[config.mk]
export PLATFORM = sky130hd
export DESIGN_NAME = hz_interlock
export DESIGN_NICKNAME = d
export VERILOG_FILES = /design/src/rtl/hz_pkg.sv /design/src/rtl/hz_src_match.sv /design/src/rtl/hz_detect.sv /design/src/rtl/hz_stage_ctl.sv /design/src/rtl/hz_interlock.sv
export SDC_FILE = /design/constraint.sdc
export NUM_CORES = 1
export LEC_CHECK = 0
export ABC_AREA = 1
export BUFFER_PORTS_ARGS = -buffer_cell sky130_fd_sc_hd__buf_2
export CAP_MARGIN = 10
export CORE_MARGIN = 5
export CORE_UTILIZATION = 40
export CTS_BUF_LIST = sky130_fd_sc_hd__clkbuf_16
export CTS_CLUSTER_DIAMETER = 30
export DETAILED_ROUTE_END_ITERATION = 10
export PLACE_DENSITY_LB_ADDON = 0.2
export RECOVER_POWER = 50
export SYNTH_ARGS = -nofsm -noshare
export SYNTH_HDL_FRONTEND = slang
export SYNTH_SLANG_ARGS = --single-unit
[constraint.sdc]
create_clock -name clk -period 3.3 [get_ports clk]
set_input_delay 0.66 -clock clk [delete_from_list [all_inputs] [get_ports clk]]
set_output_delay 0.66 -clock clk [all_outputs]
set_load 0.05 [all_outputs]
[src/rtl/hz_pkg.sv]
package hz_pkg;

    localparam int HZ_REG_W = 5;
    localparam int HZ_TAG_W = 8;

    typedef struct packed {
        logic                valid;
        logic [HZ_TAG_W-1:0] tag;
        logic [HZ_REG_W-1:0] src_a;
        logic                use_a;
        logic [HZ_REG_W-1:0] src_b;
        logic                use_b;
        logic [HZ_REG_W-1:0] dst;
        logic                wen;
    } hz_slot_t;

    typedef enum logic [1:0] {
        ACT_LOAD   = 2'd0,
        ACT_HOLD   = 2'd1,
        ACT_BUBBLE = 2'd2
    } hz_act_t;

endpackage

[src/rtl/hz_src_match.sv]
module hz_src_match
    import hz_pkg::*;
(
    input  logic                src_used,
    input  logic [HZ_REG_W-1:0] src_reg,
    input  logic                wr_live,
    input  logic [HZ_REG_W-1:0] wr_reg,
    output logic                hit
);
    logic src_nonzero;

    always_comb begin
        src_nonzero = (src_reg != '0);
        hit = src_used && src_nonzero && wr_live && (wr_reg == src_reg);
    end
endmodule

[src/rtl/hz_detect.sv]
module hz_detect
    import hz_pkg::*;
#(
    parameter int NWIN = 3
) (
    input  logic                rd_valid,
    input  logic [HZ_REG_W-1:0] rd_src_a,
    input  logic                rd_use_a,
    input  logic [HZ_REG_W-1:0] rd_src_b,
    input  logic                rd_use_b,
    input  logic                win_live [NWIN],
    input  logic [HZ_REG_W-1:0] win_dst  [NWIN],
    output logic                hazard
);
    logic [NWIN-1:0] hit_a;
    logic [NWIN-1:0] hit_b;

    for (genvar w = 0; w < NWIN; w++) begin : g_win
        hz_src_match u_match_a (
            .src_used (rd_use_a),
            .src_reg  (rd_src_a),
            .wr_live  (win_live[w]),
            .wr_reg   (win_dst[w]),
            .hit      (hit_a[w])
        );
        hz_src_match u_match_b (
            .src_used (rd_use_b),
            .src_reg  (rd_src_b),
            .wr_live  (win_live[w]),
            .wr_reg   (win_dst[w]),
            .hit      (hit_b[w])
        );
    end

    always_comb begin
        hazard = rd_valid && ((|hit_a) || (|hit_b));
    end
endmodule

[src/rtl/hz_stage_ctl.sv]
module hz_stage_ctl
    import hz_pkg::*;
#(
    parameter int READ_STG  = 3,
    parameter int WRITE_STG = 6
) (
    input  logic    hazard,
    output logic    stall,
    output hz_act_t act [WRITE_STG]
);
    typedef enum logic [1:0] {
        REG_FRONT = 2'd0,
        REG_GAP   = 2'd1,
        REG_BACK  = 2'd2
    } region_t;

    function automatic region_t region_of(input int s);
        if (s < READ_STG)       return REG_FRONT;
        else if (s == READ_STG) return REG_GAP;
        else                    return REG_BACK;
    endfunction

    always_comb begin
        stall = hazard;
    end

    for (genvar s = 0; s < WRITE_STG; s++) begin : g_act
        localparam region_t RG = region_of(s);
        always_comb begin
            unique case (RG)
                REG_FRONT: act[s] = hazard ? ACT_HOLD   : ACT_LOAD;
                REG_GAP:   act[s] = hazard ? ACT_BUBBLE : ACT_LOAD;
                REG_BACK:  act[s] = ACT_LOAD;
                default:   act[s] = ACT_LOAD;
            endcase
        end
    end
endmodule

[src/rtl/hz_interlock.sv]
module hz_interlock
    import hz_pkg::*;
#(
    parameter int READ_STG  = 3,
    parameter int WRITE_STG = 6
) (
    input  logic                           clk,
    input  logic                           rst,
    input  logic                           in_valid,
    input  logic [HZ_TAG_W-1:0]            in_tag,
    input  logic [HZ_REG_W-1:0]            in_src_a,
    input  logic                           in_use_a,
    input  logic [HZ_REG_W-1:0]            in_src_b,
    input  logic                           in_use_b,
    input  logic [HZ_REG_W-1:0]            in_dst,
    input  logic                           in_wen,
    output logic                           stall,
    output logic [WRITE_STG-1:0]           stg_valid,
    output logic [WRITE_STG-1:0]           stg_wen,
    output logic [WRITE_STG*HZ_TAG_W-1:0]  stg_tag
);
    localparam int NWIN   = WRITE_STG - READ_STG;
    localparam int RD_IDX = READ_STG - 1;

    hz_slot_t pipe_q [WRITE_STG];
    hz_slot_t in_slot;
    hz_act_t  act    [WRITE_STG];
    logic     hazard;
    logic                win_live [NWIN];
    logic [HZ_REG_W-1:0] win_dst  [NWIN];

    always_comb begin
        in_slot = '{valid: in_valid, tag: in_tag, src_a: in_src_a, use_a: in_use_a,
                    src_b: in_src_b, use_b: in_use_b, dst: in_dst, wen: in_wen};
    end

    for (genvar w = 0; w < NWIN; w++) begin : g_window
        always_comb begin
            win_live[w] = pipe_q[READ_STG + w].valid && pipe_q[READ_STG + w].wen;
            win_dst[w]  = pipe_q[READ_STG + w].dst;
        end
    end

    hz_detect #(.NWIN(NWIN)) u_detect (
        .rd_valid (pipe_q[RD_IDX].valid),
        .rd_src_a (pipe_q[RD_IDX].src_a),
        .rd_use_a (pipe_q[RD_IDX].use_a),
        .rd_src_b (pipe_q[RD_IDX].src_b),
        .rd_use_b (pipe_q[RD_IDX].use_b),
        .win_live (win_live),
        .win_dst  (win_dst),
        .hazard   (hazard)
    );

    hz_stage_ctl #(.READ_STG(READ_STG), .WRITE_STG(WRITE_STG)) u_ctl (
        .hazard (hazard),
        .stall  (stall),
        .act    (act)
    );

    for (genvar s = 0; s < WRITE_STG; s++) begin : g_stage
        hz_slot_t feed;
        always_comb begin
            if (s == 0) feed = in_slot;
            else        feed = pipe_q[(s == 0) ? 0 : s - 1];
        end

        always_ff @(posedge clk) begin
            if (rst) begin
                pipe_q[s].valid <= 1'b0;
                pipe_q[s].wen   <= 1'b0;
            end else begin
                unique case (act[s])
                    ACT_LOAD:   pipe_q[s] <= feed;
                    ACT_HOLD:   pipe_q[s] <= pipe_q[s];
                    ACT_BUBBLE: begin
                        pipe_q[s].valid <= 1'b0;
                        pipe_q[s].wen   <= 1'b0;
                    end
                    default:    pipe_q[s] <= pipe_q[s];
                endcase
            end
        end

        always_comb begin
            stg_valid[s]                    = pipe_q[s].valid;
            stg_wen[s]                      = pipe_q[s].wen;
            stg_tag[s*HZ_TAG_W +: HZ_TAG_W] = pipe_q[s].tag;
        end
    end
endmodule

## Word-level counts from Yosys, hierarchy flattened

Memories as Yosys holds them, arrays and structs flattened.
Cells that the tools add are included.

- Equal/unequal tests: 10
- Muxes and demuxes: 73
- Bitwise gates (word level): 44
- Reductions and logical operators: 27

Operators with widths:

| kind | number |
|---|---|
| 25-bit 2-to-1 mux | 8 |
| 1-bit 2-to-1 mux | 64 |
| 1-bit bitwise OR | 44 |
| 5-bit equality test | 6 |
| 1-bit logical AND | 18 |
| 3-bit OR reduction | 4 |
| 5-bit nonzero test | 2 |
| 2-bit by 1-bit equality test with 1-bit output (second input constant) | 2 |
| 2-bit equality test (second input constant) | 2 |
| 2-bit zero test | 2 |
| 2-bit 2-to-1 mux | 1 |
| 1-bit logical OR | 1 |

- Register bits: 0
- Memory bits (writable): 162
- Input port bits: 29
- Output and inout bits: 61
- Word-level logic and storage cells: 155
- Memories: 1

Memories:

| memory | words | width | rd ports | clocked after Yosys merged registers in | write ports | line | RTL |
|---|---|---|---|---|---|---|---|
| pipe_q | 6 | 27 | 6 | 0 | 6 | hz_interlock.sv:25 | `hz_slot_t pipe_q [WRITE_STG];` |

## Depth between registers and ports, before layout

An unclocked memory read counts as a cell.

- Depth in word-level cells: 17
- Mapped depth: 11
- Depth with buffers taken out: 11

## Modules after synthesis

A second synthesis with hierarchy kept.

- Cells, all modules: 458
- Area, all modules: 5395.2 um^2

Modules (own cells, without submodules):

| module | instances | cells an instance | area an instance (um^2) | sequential area each (um^2) |
|---|---|---|---|---|
| hz_interlock | 1 | 246 | 4511.8 | 3783.6 |
| hz_src_match | 6 | 32 | 126.4 | 0.0 |
| hz_stage_ctl | 1 | 14 | 101.3 | 0.0 |
| hz_detect | 1 | 6 | 23.8 | 0.0 |

## Least setup slack after synthesis

OpenSTA, ideal clock, no wires.

- Kind: input-to-reg
- From: input rst
- To: memory pipe_q[0][10] (netlist bit) (enable)
- Setup time: 0.441 ns
- Arrival time: 3.143 ns
- Data required time: 2.859 ns
- Setup slack: -0.284 ns
- Cell stages on the path: 3
- Buffers on the path: 0
- Cell sequence: inv_1 nand2_4 inv_1

RTL lines:

| item | line | RTL |
|---|---|---|
| from (decl) | hz_interlock.sv:8 | `input logic rst,` |
| to (decl) | hz_interlock.sv:25 |  |

==> metrics.md <==
| Metric | Value |
|---|---|
| Post-route DRC | 0 |
| First-pass GRT wire length | 12.70 mm |
| Number of port buffers | 89 |
| Die X | 120.8 um |
| Gr usage total | 0.1177 |
| Number of antenna repair diodes | 0 |
| DRT Wirelength | 7.878 mm |
| Via Count | 2479 |
| P per Cell Area | 715.0 nW/um2 |
| Area post-placement | 5156 um2 |
| Net switching power | 886.2 uW |
| Finished Core Util | 0.4801 |
| Leak | 2.462 nW |
| RSZ-0062 raised after global routing | no |
| Max FO, Critical Path | 4 |
| Max Clock Skew | 0.008323 ns |
| Antenna violations before repair | 0 |
| Initial Util | 0.4092 |
| Max reg flops | 126 |
| I/O Pins | 90 |
| DRT Pass-1 Iters | 5 |
| Yosys top cell area share | 0.7454 |
| Critical path's slowest cell | edfxtp_1 |
| Most frequent cells in the layout | edfxtp_1, nand2_1, buf_2 |
| Final hold viol count | 0 |
| CP peak stage delay | 0.45 ns |
| Pin count of the biggest net entering global routing | 39 |
| Sequential share of power | 0.460 |
| Outcome | finished, violations left |
| Minimum clock period | 2.789 ns |
| Top area cells in the synthesized netlist | edfxtp_1, buf_4, nand2_1 |
| DP Wirelength | 5.664 mm |
| Core region area | 12010 um2 |
| Slew @ Worst Pin | 1.670 ns |
| Root buffer cell | clkbuf_16 |
| Most used cell, CP | nand2_1 |
| Fmax | 358.5 MHz |
| Clock buffer depth | 2 |
| Clock sink count | 126 |
| Final slew viol count | 29 |
| Worst setup SP type | register |
| Total grt overflow | 0 |
| Layout cells sized above 1 | 0.2598 |
| Yosys warns | 0 |
| Fin crit share | 0.8453 |
| Clock transition at path regs | 0.05 ns |
| Final setup fails | 0 |
| Top reg by flops | pipe_q |
| Number of core rows | 40 |
| Cell Chain, Critical Path | inv_1 > nand2_1 > a21oi_1 > nand3_1 > nand3_1 > nand2_1 > nand2_1 > nand2_2 > inv_1 > buf_2 |
| Kind of critical path | reg2out |
| Leading area contributor after synthesis | edfxtp_1 |
| Setup crit end kind | primary output |
| Via density | 4.259 |
| Total Negative Setup Slacks | 0 ns |
| Vias in the first global route | 2520 |
| DIE AREA | 14600 um2 |
| Count of cell types in the netlist | 15 |
| CTS Hold Buffers Added | 0 |
| R2r setup slk | 0.99 ns |
| Switch share | 0.2149 |
| Layout Nets | 451 |
| Combinational power share | 0.068 |
| Final instance area | 5767 um2 |
| Max cap viols | 1 |
| Area growth syn-to-layout | 17.34% |
| Skew-Pair Late Insertion Delay | 0.41 ns |
| Crit. Startpoint | pipe_q[1][16] |
| Mapped Area | 4915 um2 |
| Worst Path Required | 2.64 ns |
| Routability Congestion | 0.9267 |
| Post-synthesis register bit count | 126 |
| Routed Antenna Nets | 0 |
| CTS tree | yes |
| Max_slew headroom | -0.1132 |
| DR WL/cell | 13.54 um |
| Avg Inst Size Synth | 13.32 um2 |
| Post-CTS Resized | 0 |
| Clock share of power | 0.473 |
| HP Class | reg2reg |
| Largest regs | pipe_q: 126 flops |
| CP arrival | 2.13 ns |
| Iteration-0 DRC Markers | 116 |
| H-tree levels | 4 |
| P_int | 3.237 mW |
| Critical Path Sink | stall |
| Mapped Cells | 369 |
| Violated checks | max-capacitance violations, max-slew violations |
| Most common cell after layout, fill and taps aside | edfxtp_1 |
| Sequential element share of the synthesized area | 0.7617 |
| Cells on worst reg2reg path | 11 |
| Die height | 120.8 um |
| Postcts setup bufs | 0 |
| Inserted Clock Buffers | 17 |
| Max VDD drop | 0.3440 mV |
| Worst reg2reg endpoint | pipe_q[0][22] |
| FF-to-FF Start | pipe_q[1][16] |
per-stage QoR:
stage | hold slack [ns] | power, mW | setup WS, ns | std cells
after global routing | 0.4051 | 4.283 | 0.3514 | 582
after detailed placement | 0.4045 | 2.215 | 0.9114 | 550
after CTS | 0.4064 | 4.185 | 0.4552 | 582
final | 0.4149 | 4.123 | 0.5106 | 582
after global placement | 0.4003 | 2.212 | 0.8419 | 550
after floorplan | 0.4003 | 2.169 | 0.3558 | 370
synthesized netlist by cell type, drive strengths merged:
| cell | n |
|---|---|
| buf | 60 |
| edfxtp | 122 |
| a21oi | 1 |
| nand2 | 88 |
| nand4 | 3 |
| dfxtp | 4 |
| nor2 | 34 |
| conb | 1 |
| nand3 | 8 |
| o21ai | 4 |
| inv | 44 |
logic make-up (layout without fill, tap and decap cells):
logic type | Yosys count | count (layout) | synth area share
simple gates | 133 | 133 | 0.1072
buf+inv | 104 | 169 | 0.1253
compound gates | 5 | 5 | 0.005089
other cells | 1 | 2 | 0.0007630
flops | 126 | 126 | 0.7617
power groups by stage:
stage	sequential [mW]	clock [mW]	combinational [mW]
after CTS	1.90	2.00	0.287
after global placement	1.92	0	0.288
after detailed placement	1.93	0	0.286
final	1.89	1.95	0.279
after floorplan	1.92	0	0.253
after global routing	1.91	2.08	0.300
routing by layer:
layer  GRT usage  up-vias  part of all wire
li1            -     1264                 -
met2      0.1834       61              0.48
met3     0.03976       21             0.045
met4     0.06941        0             0.031
met1      0.1418     1133              0.44
met5           0        -                 0
worst min-delay path by stage:
stage	cells past startpoint	startpoint	end
floorplan	0	pipe_q[0][1]	pipe_q[0][28]
global placement	0	pipe_q[0][39]	pipe_q[1][12]
detailed placement	0	pipe_q[0][5]	pipe_q[0][32]
CTS	1	in_tag[0]	pipe_q[0][18]
global route	1	in_dst[0]	pipe_q[0][1]
finish	0	pipe_q[0][38]	pipe_q[1][11]
worst max-delay path, delay by kind of cell, from the launching register on:
| kind | cells | cell delay, ns |
|---|---|---|
| and+or+nand+nor | 6 | 0.48 |
| buffers and inverters | 3 | 0.51 |
| AOI/OAI and AO/OA | 1 | 0.27 |
| DFF | 1 | 0.45 |
cell type report:
class | count | area (um2)
inverters | 44 | 168.9
well taps | 147 | 183.9
fillers | 1071 | 6245
repair buffers | 93 | 484.2
clock buffers | 17 | 425.4
flip-flops and latches | 126 | 3744
clock inverters | 15 | 201.4
multi-input cells | 140 | 559.3
Note: power is estimated with default switching activity, not from simulation.
